### src/rtl/chunk_log_pkg.sv
package chunk_log_pkg;

   function automatic int imax(input int a, input int b);
      return (a > b) ? a : b;
   endfunction

   function automatic int bits_for(input int v);
      return (v <= 1) ? 1 : $clog2(v + 1);
   endfunction

endpackage

### src/rtl/clog_out_stage.sv
module clog_out_stage #(
   parameter int W = 8
) (
   input  logic         clk,
   input  logic         rst_n,
   input  logic         load,
   input  logic [W-1:0] load_data,
   output logic         free,
   output logic         out_valid,
   input  logic         out_ready,
   output logic [W-1:0] out_data
);

   assign free = !out_valid || out_ready;

   always_ff @(posedge clk or negedge rst_n) begin
      if (!rst_n) begin
         out_valid <= 1'b0;
         out_data  <= '0;
      end else if (free) begin
         out_valid <= load;
         if (load) out_data <= load_data;
      end
   end

   p_hold_stream_r10: assert property (@(posedge clk) disable iff (!rst_n)
      (out_valid && !out_ready) |=> (out_valid && $stable(out_data)))
      else $error("stalled entry changed or vanished");

endmodule

### src/rtl/clog_dist_counters.sv
module clog_dist_counters #(
   parameter int N_PROC = 8,
   parameter int DIST_W = 21,
   localparam int IDX_W = (N_PROC > 1) ? $clog2(N_PROC) : 1
) (
   input  logic              clk,
   input  logic              rst_n,
   input  logic [IDX_W-1:0]  idx,
   output logic [DIST_W-1:0] cur,
   input  logic              we,
   input  logic [DIST_W-1:0] wval
);

   logic [DIST_W-1:0] ctr [N_PROC];

   for (genvar i = 0; i < N_PROC; i++) begin : g_ctr
      always_ff @(posedge clk or negedge rst_n) begin
         if (!rst_n)                        ctr[i] <= '0;
         else if (we && idx == IDX_W'(i))   ctr[i] <= wval;
      end

      p_ctr_below_top_r8: assert property (@(posedge clk) disable iff (!rst_n)
         ctr[i] != {DIST_W{1'b1}})
         else $error("distance counter reached saturation value");
   end

   assign cur = ctr[idx];

endmodule

### src/rtl/clog_size_encoder.sv
module clog_size_encoder #(
   parameter int SIZE_W = 11,
   parameter int DIST_W = 21,
   parameter int ENT_W  = 32,
   parameter int LEN_W  = 6
) (
   input  logic              dist_mode,
   input  logic              trunc,
   input  logic [SIZE_W-1:0] count,
   input  logic [DIST_W-1:0] ctr,
   output logic              emit,
   output logic [LEN_W-1:0]  len,
   output logic [ENT_W-1:0]  data,
   output logic              ctr_we,
   output logic [DIST_W-1:0] ctr_next
);

   localparam logic [DIST_W-1:0] DTOP = {DIST_W{1'b1}};

   logic [DIST_W-1:0] inc;
   assign inc = ctr + DIST_W'(1);

   always_comb begin
      emit     = 1'b0;
      len      = '0;
      data     = '0;
      ctr_we   = 1'b0;
      ctr_next = ctr;
      if (!dist_mode) begin
         emit = 1'b1;
         if (trunc) begin
            len  = LEN_W'(SIZE_W + 1);
            data = ENT_W'({1'b1, count});
         end else begin
            len  = LEN_W'(1);
         end
      end else if (trunc) begin
         emit     = 1'b1;
         len      = LEN_W'(ENT_W);
         data     = ENT_W'({count, ctr});
         ctr_we   = 1'b1;
         ctr_next = '0;
      end else if (inc == DTOP) begin
         emit     = 1'b1;
         len      = LEN_W'(ENT_W);
         data     = ENT_W'({{SIZE_W{1'b0}}, DTOP});
         ctr_we   = 1'b1;
         ctr_next = '0;
      end else begin
         ctr_we   = 1'b1;
         ctr_next = inc;
      end
   end

endmodule

### src/rtl/chunk_order_log.sv
module chunk_order_log
   import chunk_log_pkg::*;
#(
   parameter int N_PROC    = 8,
   parameter int ID_W      = 4,
   parameter int SIZE_W    = 11,
   parameter int DIST_W    = 21,
   localparam int PIDX_W   = (N_PROC > 1) ? $clog2(N_PROC) : 1,
   localparam int ENT_W    = imax(SIZE_W + DIST_W, SIZE_W + 1),
   localparam int LEN_W    = bits_for(ENT_W)
) (
   input  logic              clk,
   input  logic              rst_n,
   input  logic              cfg_dist_mode,
   input  logic              cfg_rr_order,
   input  logic              cmt_valid,
   output logic              cmt_ready,
   input  logic [ID_W-1:0]   cmt_agent,
   input  logic [SIZE_W-1:0] cmt_count,
   input  logic              cmt_trunc,
   output logic              ord_valid,
   input  logic              ord_ready,
   output logic [ID_W-1:0]   ord_id,
   output logic              sz_valid,
   input  logic              sz_ready,
   output logic [PIDX_W-1:0] sz_proc,
   output logic [LEN_W-1:0]  sz_len,
   output logic [ENT_W-1:0]  sz_data
);

   localparam int SZ_REC_W = PIDX_W + LEN_W + ENT_W;

   if (N_PROC + 1 > (1 << ID_W)) begin : g_bad_id
      $error("ID_W too narrow for processors plus DMA");
   end
   if (SIZE_W < 1 || DIST_W < 2) begin : g_bad_width
      $error("SIZE_W must be at least 1 and DIST_W at least 2");
   end

   logic accept, is_dma, ord_free, sz_free;
   logic [PIDX_W-1:0] pidx;
   logic [DIST_W-1:0] ctr_cur, ctr_next;
   logic enc_emit, enc_we;
   logic [LEN_W-1:0] enc_len;
   logic [ENT_W-1:0] enc_data;
   logic [SZ_REC_W-1:0] sz_rec;

   assign cmt_ready = ord_free && sz_free;
   assign accept    = cmt_valid && cmt_ready;
   assign is_dma    = (cmt_agent == ID_W'(N_PROC));
   assign pidx      = cmt_agent[PIDX_W-1:0];

   clog_dist_counters #(.N_PROC(N_PROC), .DIST_W(DIST_W)) u_ctr (
      .clk  (clk),
      .rst_n(rst_n),
      .idx  (pidx),
      .cur  (ctr_cur),
      .we   (accept && !is_dma && enc_we),
      .wval (ctr_next)
   );

   clog_size_encoder #(.SIZE_W(SIZE_W), .DIST_W(DIST_W), .ENT_W(ENT_W), .LEN_W(LEN_W)) u_enc (
      .dist_mode(cfg_dist_mode),
      .trunc    (cmt_trunc),
      .count    (cmt_count),
      .ctr      (ctr_cur),
      .emit     (enc_emit),
      .len      (enc_len),
      .data     (enc_data),
      .ctr_we   (enc_we),
      .ctr_next (ctr_next)
   );

   clog_out_stage #(.W(ID_W)) u_ord (
      .clk      (clk),
      .rst_n    (rst_n),
      .load     (accept && !cfg_rr_order),
      .load_data(cmt_agent),
      .free     (ord_free),
      .out_valid(ord_valid),
      .out_ready(ord_ready),
      .out_data (ord_id)
   );

   clog_out_stage #(.W(SZ_REC_W)) u_sz (
      .clk      (clk),
      .rst_n    (rst_n),
      .load     (accept && !is_dma && enc_emit),
      .load_data({pidx, enc_len, enc_data}),
      .free     (sz_free),
      .out_valid(sz_valid),
      .out_ready(sz_ready),
      .out_data (sz_rec)
   );

   assign {sz_proc, sz_len, sz_data} = sz_rec;

   p_agent_legal_r2: assert property (@(posedge clk) disable iff (!rst_n)
      cmt_valid |-> (cmt_agent <= ID_W'(N_PROC)))
      else $error("agent number out of range");

   p_no_order_rr_r3: assert property (@(posedge clk) disable iff (!rst_n)
      (accept && cfg_rr_order) |=> !ord_valid)
      else $error("order entry made in round-robin mode");

   p_dma_no_size_r9: assert property (@(posedge clk) disable iff (!rst_n)
      (accept && is_dma) |=> !sz_valid)
      else $error("size entry made for DMA commit");

   p_len_legal_r7: assert property (@(posedge clk) disable iff (!rst_n)
      sz_valid |-> (sz_len == LEN_W'(1) || sz_len == LEN_W'(SIZE_W + 1) || sz_len == LEN_W'(ENT_W)))
      else $error("illegal size entry length");

   p_stall_blocks_r10: assert property (@(posedge clk) disable iff (!rst_n)
      ((ord_valid && !ord_ready) || (sz_valid && !sz_ready)) |-> !cmt_ready)
      else $error("commit taken while a stream stalls");

endmodule

### config.mk
export PLATFORM = sky130hd
export DESIGN_NAME = chunk_order_log
export DESIGN_NICKNAME = d
export VERILOG_FILES = /design/src/rtl/chunk_log_pkg.sv /design/src/rtl/clog_out_stage.sv /design/src/rtl/clog_dist_counters.sv /design/src/rtl/clog_size_encoder.sv /design/src/rtl/chunk_order_log.sv
export SDC_FILE = /design/constraint.sdc
export NUM_CORES = 1
export LEC_CHECK = 0
export ABC_AREA = 1
export CORE_MARGIN = 3
export CORE_UTILIZATION = 25
export DETAILED_ROUTE_END_ITERATION = 7
export PLACE_DENSITY = 0.43
export SLEW_MARGIN = 20
export SYNTH_ARGS = -nofsm -noshare
export SYNTH_HDL_FRONTEND = slang
export SYNTH_SLANG_ARGS = --single-unit
### constraint.sdc
create_clock -name clk -period 3 [get_ports clk]
set_input_delay 0.45 -clock clk [delete_from_list [all_inputs] [get_ports clk]]
set_output_delay 0.45 -clock clk [all_outputs]
set_load 0.03 [all_outputs]
Word level (Yosys, flattened, before mapping)

Index checks and enable logic that the tools add are counted.

Add/subtract/negate cells: 1
Magnitude comparators: 1
Equality and inequality tests: 9
Muxes and demuxes: 18
Bitwise operators: 1
Reductions and logical operators: 23

Operators with widths:

| cell                  | count |
|---|---|
| $mux 21               | 6 |
| $mux 32               | 2 |
| $bmux 21 s3           | 1 |
| $add 21x1->21 const B | 1 |
| $eq 21x21->1 const B  | 1 |
| $mux 6                | 3 |
| $logic_and 1x1->1     | 14 |
| $eq 3x3->1 const B    | 4 |
| $mux 12               | 1 |
| $eq 3x2->1 const B    | 2 |
| $eq 4x4->1 const B    | 1 |
| $ge 4x4->1 const B    | 1 |
| $logic_not 1->1       | 4 |
| $mux 1                | 4 |
| $mux 4                | 1 |
| $not 3->4             | 1 |
| $reduce_and 2->1      | 2 |
| $eq 3x1->1 const B    | 1 |
| $logic_not 3->1       | 1 |
| $logic_or 1x1->1      | 2 |

Register bits after elaboration: 215
Output and inout port bits: 48
Logic and storage cells: 65

Logic depth before layout (Yosys ltp)

Gate-level depths: netlist (run 1).

Depth in word-level cells: 11
Depth in mapped cells: 28
Depth with buffers taken out: 24

Hierarchy

From an unflattened synthesis (run 1), not the netlist that was laid out.

Cells, all modules: 1668
Area, all modules: 11611.1 um^2

Modules (own cells, without submodules):

| module                 | instances | cells an instance | area an instance (um^2) | seq. area each (um^2) |
|---|---|---|---|---|
| clog_dist_counters     | 1         | 1069              | 7897.6                  | 4204.0 |
| clog_size_encoder      | 1         | 382               | 1757.9                  | 0.0 |
| clog_out_stage (u_sz)  | 1         | 182               | 1691.6                  | 1051.0 |
| clog_out_stage (u_ord) | 1         | 21                | 205.2                   | 125.1 |
| chunk_order_log        | 1         | 14                | 58.8                    | 0.0 |

Least setup slack after synthesis (run 1)

Ideal clock, no wire load.

Kind: input -> register
Start point: in cmt_agent[0]
End point: reg u_sz.out_data[12]
Setup time: 0.125 ns
Data arrival time: 2.785 ns
Slack: 0.090 ns
Stages on the path: 24
Path buffers: 4
Cell sequence: buf_4 -> inv_4 -> buf_6 -> nand2_1 -> nand2_1 -> nand2_1 -> nand3_1 -> and2_1 -> ha_1 -> nand3_1 -> nor2_2 -> nand2_2 -> nor2_1 -> nand3_1 -> nand2_1 -> nand2_1 -> nor2_1 -> nand3_2 -> nand3_1 -> nand2_1 -> buf_6 -> buf_4 -> nand2_1 -> nand2_1

Cells in the longest elaborated chain, start to end: 11
Elaborated cells between the ends (all ways): 17
Those cells by class: add/sub (1); eq/ne (2); mux (9); bitwise (1); reduce/logical (4)

RTL lines:

| item                                       | line                     | source |
|---|---|---|
| from (decl)                                | chunk_order_log.sv:18    | `input logic [ID_W-1:0] cmt_agent,` |
| $not 3->4 (implied by the code)            | clog_dist_counters.sv:27 | `assign cur = ctr[idx];` |
| $bmux 21 s3                                | clog_dist_counters.sv:27 |  |
| $mux 21 (implied by the code) (2 in a row) | clog_dist_counters.sv:27 |  |
| $add 21x1->21                              | clog_size_encoder.sv:21  | `assign inc = ctr + DIST_W'(1);` |
| $eq 21x21->1                               | clog_size_encoder.sv:43  | `end else if (inc == DTOP) begin` |
| $mux 1                                     | clog_size_encoder.sv:43  |  |
| $mux 1                                     | clog_size_encoder.sv:37  | `end else if (trunc) begin` |
| $mux 1                                     | clog_size_encoder.sv:29  | `if (!dist_mode) begin` |
| $logic_and 1x1->1                          | chunk_order_log.sv:88    | `.load (accept && !is_dma && enc_emit),` |
| $reduce_and 2->1 (no line)                 | -                        |  |
| to (signal assigned)                       | clog_out_stage.sv:22     | `if (load) out_data <= load_data;` |
| to (decl)                                  | clog_out_stage.sv:11     | `output logic [W-1:0] out_data` |

Several ways; a longest one is shown, not always the timed one. The select of a mux whose other input is x is not followed.
A chain may end at the register's enable or synchronous reset.

Worst setup path in the final report (run 1)

Start point: reg u_ctr.ctr[84] (netlist name)
End point: reg u_ctr.ctr[30] (netlist name)

Cells in the longest elaborated chain, start to end: 8

RTL lines:

| item                                         | line                     | source |
|---|---|---|
| from (decl)                                  | clog_dist_counters.sv:14 | `logic [DIST_W-1:0] ctr [N_PROC];` |
| from (signal, indexed assignment)            | clog_dist_counters.sv:19 | `else if (we && idx == IDX_W'(i)) ctr[i] <= wval;` |
| $bmux 21 s3 *                                | clog_dist_counters.sv:27 |  |
| $mux 21 (implied by the code) * (2 in a row) | clog_dist_counters.sv:27 |  |
| $add 21x1->21 *                              | clog_size_encoder.sv:21  |  |
| $eq 21x21->1                                 | clog_size_encoder.sv:43  |  |
| $mux 21 *                                    | clog_size_encoder.sv:43  |  |
| $mux 21 *                                    | clog_size_encoder.sv:37  |  |
| $mux 21 *                                    | clog_size_encoder.sv:29  |  |

Every way passes the cells marked *; elsewhere a longest branch is shown, timed or not. The select of a mux whose other input is x is not followed.

==> results of run 1 <==
[where the power goes]
group | leakage [nW] | internal [mW] | switching [mW]
logic | 5.67 | 0.766 | 1.12
clock network | 0.444 | 2.03 | 1.30
registers | 2.88 | 3.18 | 0.182
total | 8.99 | 5.98 | 2.60
[worst max path at each step]
| stage | startpoint | to | slack (ps) | cells past startpoint |
|---|---|---|---|---|
| finish | u_ctr.ctr[84] | u_ctr.ctr[30] | 50 | 22 |
| global route | cmt_agent[0] | u_ctr.ctr[102] | -140 | 25 |
| CTS | cmt_agent[0] | u_ctr.ctr[102] | 9 | 25 |
| detailed placement | cmt_agent[1] | u_sz.out_data[6] | -800 | 24 |
| global placement | cmt_agent[1] | u_sz.out_data[6] | -830 | 24 |
| floorplan | cmt_agent[0] | u_sz.out_data[12] | 90 | 24 |
[Yosys cell counts, types with 3 or more instances]
library cell	instances
inv_2	3
clkbuf_1	45
nor2_4	3
o21ai_0	8
nor2_1	62
a22oi_1	4
nand4_1	27
nor2_2	6
a21oi_1	20
buf_4	11
dfrtp_1	212
inv_1	54
o21ai_1	20
nand2_1	1045
nand2_2	3
buf_6	9
nand3_1	100
buf_1	9
buf_2	20
o2111ai_1	9
nor3_1	4
[flip-flops by register name, summed over array words and instances, names as in the netlist]
| register | count |
|---|---|
| u_ctr.ctr | 168 |
| u_sz.out_data | 38 |
| u_ord.out_data | 4 |
| u_ord.out_valid | 1 |
| u_sz.out_valid | 1 |
[worst max-delay path: cells and delay by family, from the launching register on]
family / cells / cell delay [ps]
flops: 1 / 380
buf+inv: 5 / 570
simple gates: 14 / 1440
fa+ha+maj: 1 / 160
xor+xnor: 1 / 160
compound gates: 1 / 120
[logic make-up (layout without fill, tap and decap cells)]
kind of cell,count (synthesis),count (layout),synth area share
other cells,1,2,0.000329
simple gates,1253,1253,0.436
flops,212,212,0.466
buf+inv,154,387,0.0629
compound gates,62,62,0.0312
mux,1,1,0.000989
fa+ha+maj,2,2,0.00220
xor+xnor,1,1,0.000770
[routing by layer]
metal | routed length (um) | GRT usage | vias up | share of wire
met3 | 1870 | 0.0213 | 60 | 0.044
met4 | 968 | 0.0443 | 0 | 0.023
met5 | 0 | 0 | - | 0
met1 | 19900 | 0.246 | 5464 | 0.47
li1 | - | - | 5656 | -
met2 | 20000 | 0.297 | 214 | 0.47
[cell type report]
type / instances / area (um2) / area share
timing repair buffer: 278 / 2830 / 0.174
clock inverter: 10 / 135 / 0.00833
clock buffer: 39 / 771 / 0.0475
sequential: 212 / 5310 / 0.327
multi-input combinational: 1321 / 6210 / 0.382
tap: 592 / 741 / 0.0456
inverter: 60 / 243 / 0.0150
[metrics by stage]
step,TNS (ps),utilization,std cells
3_5_place_dp,-148520,0.321,2453
4_1_cts,0,0.346,2510
6_report,0,0.364,2512
2_1_floorplan,0,-,1687
3_3_place_gp,-155560,0.321,2453
5_1_grt,-15570,0.364,2512
[repair_timing]
item	in CTS	in global routing
hold buffers	1	0
endpoints found under the setup margin	206	206
buffers inserted	4	3
endpoints found under the hold margin	74	0
pin swaps	10	74
cloned	3	1
gates resized for setup	47	240
[cell usage in the layout (no fill, tap or decap), drive strengths merged, types with 2 or more instances in the layout]
| cell | n |
|---|---|
| inv | 59 |
| conb | 2 |
| ha | 2 |
| clkinv | 7 |
| a22oi | 4 |
| clkbuf | 41 |
| dfrtp | 212 |
| o2111ai | 9 |
| dlygate4sd2 | 2 |
| a21oi | 20 |
| bufinv | 3 |
| nand3 | 101 |
| nand2 | 1048 |
| o21ai | 28 |
| nor3 | 4 |
| clkdlybuf4s50 | 63 |
| nor2 | 71 |
| buf | 210 |
| nand4 | 27 |
==> impl_metrics.yaml, run 1 <==
sta:
  max_freq_mhz: 339
  drv_slew: 0
  relSlewSlack: 0.552
  period_share: 0.983
  period_minus_slack_ps: 2950
  finalHoldViolations: 0
  fin_ws_ps: 50.7
  rsz0062_at_grt: "yes"
  tightest_slew_ps: 672
  finalSetupViolations: 0
  finClkSkew_ps: 25.2
  hold_slack_ps: 463
cells_and_area:
  fin_area_um2: 16200
  antenna_cells: 0
  area_growth_pct: 42.6
  design.final.nets: 1925
  fill_cells: 4700
  layout-drive-gt1-share: 0.249
critical_path:
  critPathLaunchType: "flop"
  crit_fanout: 8
  r2r-start: "u_ctr.ctr[84]"
  crit_slowest_cell: "dfrtp_1"
  crit_top_cell: "nand2_1"
  ff2ff_path_depth: 22
  crit_type: "reg2reg"
  r2r_slack_ps: 50
  critical_path.max_stage_delay_ps: 380
  path_cells: "inv_1 -> nor2_1 -> a21oi_1 -> nand3_1 -> and2_4 -> ha_4 -> buf_6 -> inv_2 -> xor2_1 -> nand2_1 -> nor2_1 -> nand2_1 -> nor2_1 -> nand2_1 -> nor2_2 -> nand3_4 -> buf_12 -> nand4_1 -> nand2_2 -> buf_12 -> nand2_2 -> nand2_1"
  critical_path_arrival_ps: 3400
  required_ps: 3450
  timing.rr.end: "u_ctr.ctr[30]"
  crit_path_end_kind: "flop"
floorplan:
  die-height_um: 219
  start_util: 0.255
  die_area_um2: 48100
  rows: 77
  die_w_um: 219
  ioPinCount: 71
  core_area_um2: 44600
placement:
  gp_congestion: 0.881
  port_buffers: 68
  dpl.hpwl_um: 29700
  dpl_cell_area_um2: 14300
  dp_slack_ps: -801
yosys:
  synth_seq_cells: 212
  async_reset_ff_frac: 1.00
  yosysTopAreaCellShare: 0.466
  synthCells: 1686
  yosysWarnings: 0
  synth-edff-count: 0
  ys.flop_type: "dfrtp_1"
  yosysTopAreaCell: "dfrtp_1"
  ys_types: 32
  synth_area_um2: 11400
  synthTopCellsByArea: "dfrtp_1 47%, nand2_1 34%, nand3_1 4.4%"
  avgSynthCellArea_um2: 6.75
  seq_area_frac_synth: 0.466
global_route:
  grt_max_degree: 80
  antenna_found_initial: 0
  grt.overflow.total: 0
  grt_pass1_wl_um: 66700
  grt_pass1_vias: 11200
  grt_usage: 0.178
power_and_ir_drop:
  power_density_nw_per_um2: 529
  power_mw: 8.58
  vdd_drop_max_mv: 0.345
  p_leak_nw: 8.99
min_path:
  min-delay-path-class: "in2reg"
  whs_path_depth: 4
  min_to: "u_sz.out_data[38]"
  min-delay-start: "cmt_agent[0]"
routing:
  first_pass_iters: 7
  drc_errors: 0
  postRouteAntennaNets: 0
  post_drt_wl_per_cell_um: 17.0
  avgViaCountPerCell: 4.54
  num_vias: 11400
  wirelength_um: 42800
  drt_iter0_drc: 701
clock_network:
  tritoncts: "built"
  numCtsBuffers: 27
  cts.sink_count: 212
  cts_max_path_buffers: 3
  cts-htree-levels: 1
  clk_latency_ps: 560
  root_buffer: "clkbuf_16"
  clk_pin_slew_ps: 60
status:
  status: "completed"
flow_run:
  drv_cap: 0
Note: power is estimated with default switching activity, not from simulation.
==> run 2, diff against run 1 <==
--- a/config.mk
+++ b/config.mk
@@ -6,6 +6,7 @@
 export NUM_CORES = 1
 export LEC_CHECK = 0
 export ABC_AREA = 1
+export CORE_ASPECT_RATIO = 2
 export CORE_MARGIN = 3
 export CORE_UTILIZATION = 25
 export DETAILED_ROUTE_END_ITERATION = 7
==> impl_metrics.yaml, run 2 (synthesis gave the netlist of run 1 again) <==
global_route:
  grt_max_degree: 83
  grt_pass1_vias: 11500
  grt_pass1_wl_um: 70500
  antenna_found_initial: 0
  grt_usage: 0.192
  grt.overflow.total: 0
cells_and_area:
  largest_register_ffs: 168
  largest-register: "u_ctr.ctr"
  fin_area_um2: 15600
  design.final.nets: 1925
  final_common_cell: "nand2_1"
  area_growth_pct: 36.8
  reg.largest.list: "u_ctr.ctr x168, u_sz.out_data x38, u_ord.out_data x4"
  instances_no_fill: 2474
  antenna_cells: 0
  final_cell_mix: "987 x nand2_1, 212 x dfrtp_1, 167 x buf_4, 96 x nand3_1, 63 x clkdlybuf4s50_1"
  layout-drive-gt1-share: 0.193
routing:
  postRouteAntennaNets: 0
  wirelength_um: 47000
  avgViaCountPerCell: 4.65
  num_vias: 11500
  drt_iter0_drc: 743
  first_pass_iters: 7
  drc_errors: 0
  post_drt_wl_per_cell_um: 19.0
sta:
  drv_slew: 0
  max_freq_mhz: 345
  hold_slack_ps: 477
  finalHoldViolations: 0
  period_share: 0.965
  relSlewSlack: 0.507
  tightest_slew_ps: 740
  rsz0062_at_grt: "yes"
  finClkSkew_ps: 29.7
  finalSetupViolations: 0
  period_minus_slack_ps: 2900
  fin_setup_tns_ps: 0
floorplan:
  core_area_um2: 45000
  start_util: 0.253
  die-height_um: 308
  ioPinCount: 71
  rows: 110
  die_w_um: 157
  die_area_um2: 48300
critical_path:
  critical_path.max_stage_delay_ps: 210
  ff2ff_path_depth: 21
  crit_fanout: 19
  critical-path-top-delay-family: "simple AND/OR/NAND/NOR gates"
  timing.critical_path.buf_inv: 6
  crit_slowest_cell: "clkbuf_16"
  required_ps: 3410
  timing.rr.end: "u_sz.out_data[20]"
  critPathLaunchType: "input pin"
  critical_path_arrival_ps: 3310
  endpoint: "u_sz.out_data[20]"
  crit_top_cell: "nand2_1"
  r2r-start: "u_ctr.ctr[84]"
  crit_type: "in2reg"
  path_depth: 25
  critPathLaunch: "cmt_agent[0]"
  crit_path_end_kind: "flop"
  r2r_slack_ps: 140
flow_run:
  drv_cap: 0
clock_network:
  clk_pin_slew_ps: 70
  cts.sink_count: 212
  clk_latency_ps: 540
  root_buffer: "clkbuf_16"
  tritoncts: "built"
  cts-htree-levels: 1
  cts_max_path_buffers: 3
  numCtsBuffers: 23
placement:
  dpl_cell_area_um2: 14300
  dp.cells: 2428
  dpl.hpwl_um: 33400
  port_buffers: 68
  gp_congestion: 0.907
status:
  status: "completed"
power_and_ir_drop:
  power_density_nw_per_um2: 527
  vdd_drop_max_mv: 0.227
  p_leak_nw: 8.33
min_path:
  min-delay-path-class: "in2async"
## run 2: cell types whose count changed in the layout (fill, tap and decap cells not counted), sizes merged
cell / delta
dlygate4sd2: -1
clkbuf: -8
buf: +4
clkinvlp: +1
clkinv: -2
## run 2: final cells by class
class                      instances  area [um2]
sequential                       212        5310
tap                              560         701
clock buffer                      30         632
fill                            4780       29400
timing repair buffer             282        2800
multi-input combinational       1321        5750
clock inverter                     9         129
inverter                          60         248
## run 2: repair_timing
item,in CTS,in global routing
gates cloned,0,3
hold buffers,1,0
endpoints found under the setup margin,207,207
gates resized for setup,25,111
pin swaps,0,31
setup buffers,0,3
endpoints found under the hold margin,60,0
## run 2: per-layer routing
metal,global-route usage,wire length (um),part of all wire,vias to the layer above
li1,-,-,-,5637
met1,0.209,17600,0.37,5556
met2,0.369,26000,0.55,223
met3,0.0145,1210,0.026,89
met4,0.0895,2270,0.048,0
met5,0,0,0,-
## run 2: power by group
group          leakage [nW]  switching [mW]  internal (mW)
sequential             2.88           0.174           3.17
combinational          5.09            1.11          0.732
clock                 0.369            1.28           1.74
total                  8.33            2.56           5.65
## run 2: worst min path at each step
stage | cells after the start | from | end | slack, ps
6_report | 2 | rst_n | u_sz.out_data[35] | 480
5_1_grt | 2 | u_ctr.ctr[66] | u_ctr.ctr[66] | 490
4_1_cts | 2 | sz_ready | u_sz.out_valid | 470
3_5_place_dp | 2 | u_ctr.ctr[94] | u_ctr.ctr[94] | 460
3_3_place_gp | 2 | u_ctr.ctr[49] | u_ctr.ctr[49] | 460
2_1_floorplan | 0 | rst_n | u_ctr.ctr[0] | 150
## run 2: worst register-to-register path, delay by kind of cell (launching register included)
family | cells | cell delay [ps]
XOR/XNOR | 1 | 180
AO/OA/AOI/OAI | 1 | 120
flip-flops | 1 | 380
buffers and inverters | 4 | 490
adder cells (fa/ha/maj) | 1 | 170
AND/OR/NAND/NOR | 14 | 1380
## run 2: metrics by stage
stage          utilization  setup slack (ps)  power, mW
3_3_place_gp         0.317             -1120       5.16
6_report             0.346               104       8.21
4_1_cts              0.336              7.03       8.26
3_5_place_dp         0.317             -1150       5.17
2_1_floorplan            -              89.7       4.29
5_1_grt              0.346              -114       8.61
